==> src/rtl/sw_tlb.sv <==
module sw_tlb #(
  parameter int ENTRIES = 16,
  localparam int IDX_W = $clog2(ENTRIES)
) (
  input  logic             clk,
  input  logic             rst_n,
  input  logic             hi_we,
  input  logic             lo0_we,
  input  logic             lo1_we,
  input  logic             mask_we,
  input  logic             index_we,
  input  logic             wired_we,
  input  logic [31:0]      wdata,
  input  logic             cmd_valid,
  input  logic [1:0]       cmd_op,
  input  logic             rand_ext_en,
  input  logic [IDX_W-1:0] rand_ext,
  output logic [31:0]      hi_q,
  output logic [31:0]      lo0_q,
  output logic [31:0]      lo1_q,
  output logic [31:0]      mask_q,
  output logic [31:0]      index_q,
  output logic [IDX_W-1:0] rand_idx,
  output logic             done
);
  localparam int TOP = ENTRIES - 1;
  localparam logic [1:0] OP_PROBE = 2'd0, OP_WIDX = 2'd1, OP_WRND = 2'd2, OP_READ = 2'd3;

  logic [18:0]        tag_q  [ENTRIES];
  logic [7:0]         asid_q [ENTRIES];
  logic [11:0]        pm_q   [ENTRIES];
  logic [28:0]        p0_q   [ENTRIES];
  logic [28:0]        p1_q   [ENTRIES];
  logic [ENTRIES-1:0] glob_q;
  logic [ENTRIES-1:0] match;
  logic [IDX_W-1:0]   wired_q, hit_idx, wsel, ridx;
  logic               hit, do_wr;

  for (genvar g = 0; g < ENTRIES; g++) begin : g_cmp
    assign match[g] = (tag_q[g] == hi_q[31:13]) && (glob_q[g] || asid_q[g] == hi_q[7:0]);
  end

  always_comb begin
    hit_idx = '0;
    for (int i = TOP; i >= 0; i--)
      if (match[i]) hit_idx = IDX_W'(i);
  end

  assign hit   = |match;
  assign ridx  = index_q[IDX_W-1:0];
  assign wsel  = (cmd_op == OP_WRND) ? (rand_ext_en ? rand_ext : rand_idx) : ridx;
  assign do_wr = cmd_valid && (cmd_op == OP_WIDX || cmd_op == OP_WRND);

  always_ff @(posedge clk or negedge rst_n) begin
    if (!rst_n) begin
      glob_q <= '0;
      for (int i = 0; i < ENTRIES; i++) begin
        tag_q[i]  <= '0;
        asid_q[i] <= '0;
        pm_q[i]   <= '0;
        p0_q[i]   <= '0;
        p1_q[i]   <= '0;
      end
    end else if (do_wr) begin
      tag_q[wsel]  <= hi_q[31:13];
      asid_q[wsel] <= hi_q[7:0];
      pm_q[wsel]   <= mask_q[24:13];
      p0_q[wsel]   <= lo0_q[29:1];
      p1_q[wsel]   <= lo1_q[29:1];
      glob_q[wsel] <= lo0_q[0] & lo1_q[0];
    end
  end

  always_ff @(posedge clk or negedge rst_n) begin
    if (!rst_n) begin
      hi_q    <= '0;
      lo0_q   <= '0;
      lo1_q   <= '0;
      mask_q  <= '0;
      index_q <= '0;
      wired_q <= '0;
    end else if (cmd_valid) begin
      if (cmd_op == OP_PROBE) begin
        if (hit) index_q <= {{(32-IDX_W){1'b0}}, hit_idx};
        else     index_q[31] <= 1'b1;
      end else if (cmd_op == OP_READ) begin
        hi_q   <= {tag_q[ridx], 5'b0, asid_q[ridx]};
        mask_q <= {7'b0, pm_q[ridx], 13'b0};
        lo0_q  <= {2'b0, p0_q[ridx], glob_q[ridx]};
        lo1_q  <= {2'b0, p1_q[ridx], glob_q[ridx]};
      end
    end else begin
      if (hi_we)    hi_q    <= wdata & 32'hFFFF_E0FF;
      if (lo0_we)   lo0_q   <= wdata & 32'h3FFF_FFFF;
      if (lo1_we)   lo1_q   <= wdata & 32'h3FFF_FFFF;
      if (mask_we)  mask_q  <= wdata & 32'h01FF_E000;
      if (index_we) index_q <= {index_q[31], {(31-IDX_W){1'b0}}, wdata[IDX_W-1:0]};
      if (wired_we) wired_q <= wdata[IDX_W-1:0];
    end
  end

  always_ff @(posedge clk or negedge rst_n) begin
    if (!rst_n) begin
      rand_idx <= IDX_W'(TOP);
      done     <= 1'b0;
    end else begin
      rand_idx <= (rand_idx <= wired_q) ? IDX_W'(TOP) : rand_idx - 1'b1;
      done     <= cmd_valid;
    end
  end

  assert_done_follows_cmd_R3: assert property (@(posedge clk) disable iff (!rst_n)
    cmd_valid |=> done);
  assert_done_has_cause_R3: assert property (@(posedge clk) disable iff (!rst_n)
    done |-> $past(cmd_valid));
  assert_probe_hit_lowest_R7: assert property (@(posedge clk) disable iff (!rst_n)
    (cmd_valid && cmd_op == OP_PROBE && hit) |=> index_q == 32'($past(hit_idx)));
  assert_probe_miss_flag_R8: assert property (@(posedge clk) disable iff (!rst_n)
    (cmd_valid && cmd_op == OP_PROBE && !hit) |=> index_q[31]);
  assert_read_global_pair_R5: assert property (@(posedge clk) disable iff (!rst_n)
    (cmd_valid && cmd_op == OP_READ) |=> lo0_q[0] == lo1_q[0]);
  assert_rand_steps_down_R9: assert property (@(posedge clk) disable iff (!rst_n)
    (rand_idx != IDX_W'(TOP)) |-> (rand_idx + 1'b1) == $past(rand_idx));
  assert_cmd_blocks_writes_R11: assert property (@(posedge clk) disable iff (!rst_n)
    (cmd_valid && cmd_op != OP_READ) |=> $stable(hi_q) && $stable(mask_q));
endmodule

==> config.mk <==
export PLATFORM = sky130hd
export DESIGN_NAME = sw_tlb
export DESIGN_NICKNAME = d
export VERILOG_FILES = /design/src/rtl/sw_tlb.sv
export SDC_FILE = /design/constraint.sdc
export NUM_CORES = 2
export LEC_CHECK = 0
export ABC_CLOCK_PERIOD_IN_PS = 3300
export BUFFER_PORTS_ARGS = -buffer_cell sky130_fd_sc_hd__buf_2
export CAP_MARGIN = 20
export CORE_UTILIZATION = 30
export DETAILED_ROUTE_END_ITERATION = 16
export PLACE_DENSITY = 0.43
export RECOVER_POWER = 100
export SLEW_MARGIN = 25
export SYNTH_ARGS = -nofsm -noshare
export SYNTH_HDL_FRONTEND = slang
export SYNTH_SLANG_ARGS = --single-unit
==> constraint.sdc <==
create_clock -name clk -period 3.3 [get_ports clk]
set_input_delay 0.33 -clock clk [delete_from_list [all_inputs] [get_ports clk]]
set_output_delay 0.33 -clock clk [all_outputs]
set_load 0.01 [all_outputs]
======== Yosys cells after proc, flatten, opt, wreduce, memory -nomap -nowiden ========
Cells that the tools add are included.
cells by class
  add/sub/neg operators ................... 1
  magnitude comparators ................... 7
  eq/ne operators ......................... 39
  muxes and demuxes ....................... 73
  bitwise logic cells ..................... 4
  reductions and logical operators ........ 50
operator list
  operator             count
  $bwmux W464          2
  $mux W32             18
  $bwmux W304          1
  $eq A19 B19 Y1       16
  $bmux W29 S4         2
  $bwmux W192          1
  $mux W29             5
  $bwmux W128          1
  $eq A8 B8 Y1         16
  $demux W29 S4        1
  $bmux W19 S4         1
  $demux W19 S4        1
  $mux W4              19
  $mux W31             2
  $mux W19             3
  $bmux W12 S4         1
  $demux W12 S4        1
  $mux W12             3
  $bmux W8 S4          1
  $demux W8 S4         1
  $mux W8              3
  $logic_and A1 B1 Y1  19
  $logic_or A1 B1 Y1   17
  $bwmux W16           1
  21 further kinds     38
word-level totals
  register bits after elaboration ......... 1737
  input bits .............................. 48
  output and inout bits ................... 165
  logic and storage cells ................. 264

======== Longest topological paths before layout ========
  depth in word-level cells ............... 22
  mapped depth ............................ 12
  mapped depth without buffers ............ 9

======== Worst setup path after synthesis ========
OpenSTA, ideal clock, no wires.
  path kind ............................... register to register
  start point ............................. register index_q[0]
  end point ............................... register hi_q[2]
  library setup time ...................... 142 ps
  data arrival time ....................... 2440 ps
  data required time ...................... 3158 ps
  path slack .............................. 718 ps
  stages on the path, launching flop included .. 8
  period minus slack after synthesis ...... 2582 ps
  cells stage by stage .................... dfrtp_1 clkbuf_1 clkbuf_1 buf_2 mux4_2 mux4_2 a21oi_1 o21ai_0
between the ends
  longest elaborated chain between the ends .. 7
RTL lines
  what                                        line  RTL
  start, declared                             22    output logic [31:0] index_q,
  start signal, assigned                      84    if (hit) index_q <= {{(32-IDX_W){1'b0}}, hit_idx};
  start signal, assigned                      97    if (index_we) index_q <= {index_q[31], {(31-IDX_W){1'b0}}, wdata[IDX_W-1:0]};
  $not A4 Y5 (not written as such)            87    hi_q <= {tag_q[ridx], 5'b0, asid_q[ridx]};
  $bmux W8 S4                                 87
  $mux W8 (not written as such) (2 in a row)  87
  $mux W32                                    86    end else if (cmd_op == OP_READ) begin
  $mux W32                                    83    if (cmd_op == OP_PROBE) begin
  $mux W32                                    82    end else if (cmd_valid) begin
  end signal, assigned                        87
  end signal, assigned                        93    if (hi_we) hi_q <= wdata & 32'hFFFF_E0FF;
  end, declared                               18    output logic [31:0] hi_q,
No other way between the ends. The select of a mux whose other input is x is not followed.
A chain may end at the register's enable or synchronous reset.

======== Final worst setup path ========
  start point ............................. register hi_q[4]
  end point ............................... register index_q[0]
between the ends
  longest elaborated chain between the ends .. 22
  elaborated cells between the ends (all ways) .. 70
  those cells by class .................... eq/ne: 17; mux: 19; reduce/logical: 34
RTL lines
  what                   line  RTL
  $eq A8 B8 Y1           40    assign match[g] = (tag_q[g] == hi_q[31:13]) && (glob_q[g] || asid_q[g] == hi_q[7:0]);
  $logic_or A1 B1 Y1     40
  $logic_and A1 B1 Y1    40
  $mux W4 (16 in a row)  46    if (match[i]) hit_idx = IDX_W'(i);
  $mux W31               84
  $mux W32               83
  $mux W32               82
Parallel ways exist; a longest one is shown, timed or not. The select of a mux whose other input is x is not followed.

==> results by group <==
Run status
  • Status: finished with violations
  • Failing checks: capacitance limit, slew limit

Place
  • Hpwl dp: 165200 microns
  • RePlAce Congestion: 0.8333
  • Dpl cells: 8839
  • I/O Buffers: 156

Floorplan
  • Initial core utilization: 30.27%
  • Total core area: 0.2660 sq mm
  • Die Height: 520.1 microns
  • Boundary pin count: 213
  • Die area: 0.2705 sq mm
  • Rows: 189
  • Die W: 520.1 microns

Global route
  • Global route overflow: 0
  • GR Util All Layers: 19.87%
  • Number of antenna violations at the first check in global routing: 14
  • First-pass GRT wire length: 388100 microns
  • Vias in the first global route: 49956
  • Largest net degree at the start of global routing: 115

Routing
  • Vias: 47196
  • DRC viols: 0
  • Via density: 5.118
  • Iteration-0 DRC count of the detailed router: 3059
  • Routed Antenna Nets: 0
  • Drt first pass iters: 7
  • Final wirelength: 267600 microns
  • WL/cell: 29.02 microns

Clocking
  • Max clock buf depth: 3
  • Post-CTS setup buffers: 0
  • TritonCTS clock tree: done
  • Clock transition at path regs: 60 ps
  • Worst skew pair latency: 860 ps
  • Clock Sinks: 1681
  • Htree depth: 4
  • CTS Root Cell: clkbuf_16
  • CTS buffer count: 197

Min path
  • Hold path cells: 4
  • Worst Hold Class: input pin to flop
  • Hold endpoint: lo1_q[8]
  • Hold_sp: wdata[8]

STA
  • Final worst path period need: 3204 ps
  • Final Slew Violations: 68
  • Setup tns final: 0 ps
  • Achievable Freq: 312.1 MHz
  • Crit share post-route: 97.09%
  • Worst Max-Slew Pin Slew: 2787 ps
  • Final setup violation count: 0
  • Setup Skew: 64.54 ps
  • Max transition margin: -85.82%
  • Final Hold Fails: 0
  • RSZ-0062 raised after global routing: false

Flow run
  • Max-cap violations: 1

Logic synthesis
  • Syn avg cell area: 15.07 sq um
  • Netlist cell types: 41
  • Synth async-reset ratio: 100.0%
  • Main synth FF type: dfrtp_1
  • Mapped Cells: 5343
  • Synthesized area: 0.08054 sq mm
  • Register bit total from synthesis: 1681
  • YS warnings: 0
  • Sequential share of the synthesized area: 52.24%
  • EDFF count, synth: 0

Worst setup path
  • Worst EP required: 4040 ps
  • FF-to-FF setup slack: 100 ps
  • Worst Path Max Fanout: 9
  • Arr. time, crit path: 3940 ps
  • CP Class: flop to flop
  • CP cell instances: clkbuf_1 -> xor2_1 -> nor4_1 -> a21oi_1 -> nor3_1 -> nor2_1 -> nand4_1 -> a2bb2oi_4 -> nor3b_1 -> a21oi_1
  • Crit-path slowest cell: nor4_1
  • Crit path largest cell delay: 700 ps
  • Launching point of the worst reg2reg path: hi_q[4]
  • Worst R2R Path Depth: 10
  • R2r endpoint: index_q[0]
  • CP Capture Type: flop
  • Most frequent CP cell: a21oi_1
  • Critical Path Source Type: flop

Finish
  • Fin cells: 9221
  • Util after Layout: 34.91%
  • Area added between synthesis and finish: 15.30%
  • Ratio of cells with drive above 1 in the final layout: 48.28%
  • Commonest cells after routing, fill and taps aside: dfrtp_1, mux2_2, mux4_2
  • Final net count: 5574
  • Commonest non-fill, non-tap cell in the layout: dfrtp_1

Power and ir drop
  • Leakage: 43.74 nW
  • Power per cell area: 893.0 mW/mm^2
  • Peak VDD IR: 0.5861 mV
[metal layers]
layer	vias to the layer above	GRT usage, %	routed length [microns]	part of all wire, %
li1	19937	-	-	-
met1	26064	28.69	127400	48
met2	915	30.98	122900	46
met3	280	3.533	11880	4.4
met4	0	4.389	5441	2.0
met5	-	0	0	0
[report_power, final]
| group | internal [mW] | total [mW] | switching, mW |
|---|---|---|---|
| logic | 14.2 | 26.6 | 12.4 |
| clock network | 12.9 | 22.1 | 9.18 |
| registers | 28.2 | 34.2 | 6.01 |
| total | 55.3 | 82.9 | 27.6 |
[Yosys cell counts (all sizes together) (20+ instances only)]
cell type  instances  share of area [%]
a21oi            123               0.76
buf              282                2.2
clkbuf           259                1.2
dfrtp           1677                 52
mux2            1558                 22
mux4             490                 14
nand2            148               0.69
nand3             20               0.12
nor2              21              0.098
nor2b             32               0.25
nor4              99               0.81
o21ai            117               0.74
xnor2             50               0.54
xor2             384                4.2
[metrics by stage]
step / total power [mW] / area, sq um / worst slack [ps] / hold slack [ps]
global placement: 61.16 / 87100 / -24.87 / 307.9
global route: 87.33 / 92840 / 4.425 / 56.66
finish: 82.92 / 92860 / 96.07 / 60.50
CTS: 84.26 / 93790 / 60.21 / 13.87
floorplan: 50.94 / 80750 / 717.5 / 34.41
detailed placement: 61.67 / 87110 / -37.11 / 334.6
[worst max-delay path, delay by kind of cell (launching register included)]
kind                   cells  cell delay (ps)
AO/OA/AOI/OAI              3              580
AND/OR/NAND/NOR            5             1580
flip-flops                 1              390
buffers and inverters      1              410
XOR/XNOR                   1              130
[state kept, by name (all words and copies together) (netlist names)]
signal,flops
p0_q,464
p1_q,464
tag_q,304
pm_q,192
asid_q,128
lo0_q,30
lo1_q,30
hi_q,27
glob_q,16
mask_q,12
index_q,5
rand_idx,4
wired_q,4
done,1
[layout make-up]
class	count	area, sq um
Timing Repair Buffer	462	3691
Inverter	11	41.29
Clock buffer	308	5918
Sequential cell	1681	42090
Fill cell	25733	173200
Antenna cell	11	27.53
Clock inverter	50	618.1
Tap cell	3533	4420
Multi-Input combinational cell	3165	36060
[worst max path at each step]
| stage | end | cells after the start | from | slack [ps] |
|---|---|---|---|---|
| floorplan | hi_q[2] | 7 | index_q[0] | 720 |
| global placement | index_q[0] | 11 | hi_q[17] | -20 |
| detailed placement | index_q[0] | 11 | hi_q[17] | -40 |
| CTS | index_q[0] | 10 | hi_q[0] | 60 |
| global route | p1_q[241] | 8 | rand_idx[3] | 4 |
| finish | index_q[0] | 10 | hi_q[4] | 100 |
[cells by family after synthesis]
family | after synthesis | share of synthesized area [%]
multiplexers | 2055 | 35.57
XOR/XNOR | 434 | 4.720
flip-flops | 1681 | 52.24
AO/OA/AOI/OAI | 254 | 1.665
adder cells (fa/ha/maj) | 8 | 0.1243
other | 1 | 0.004656
buffers and inverters | 552 | 3.427
AND/OR/NAND/NOR | 358 | 2.251
[repair_timing]
item	4_1_cts	5_1_grt
hold buffers	13	0
endpoints found under the setup margin	1	1
gates resized for setup	2	5
pin swaps	0	0
hold endpoints to repair	424	0
Power figures use the tool's default switching activity.
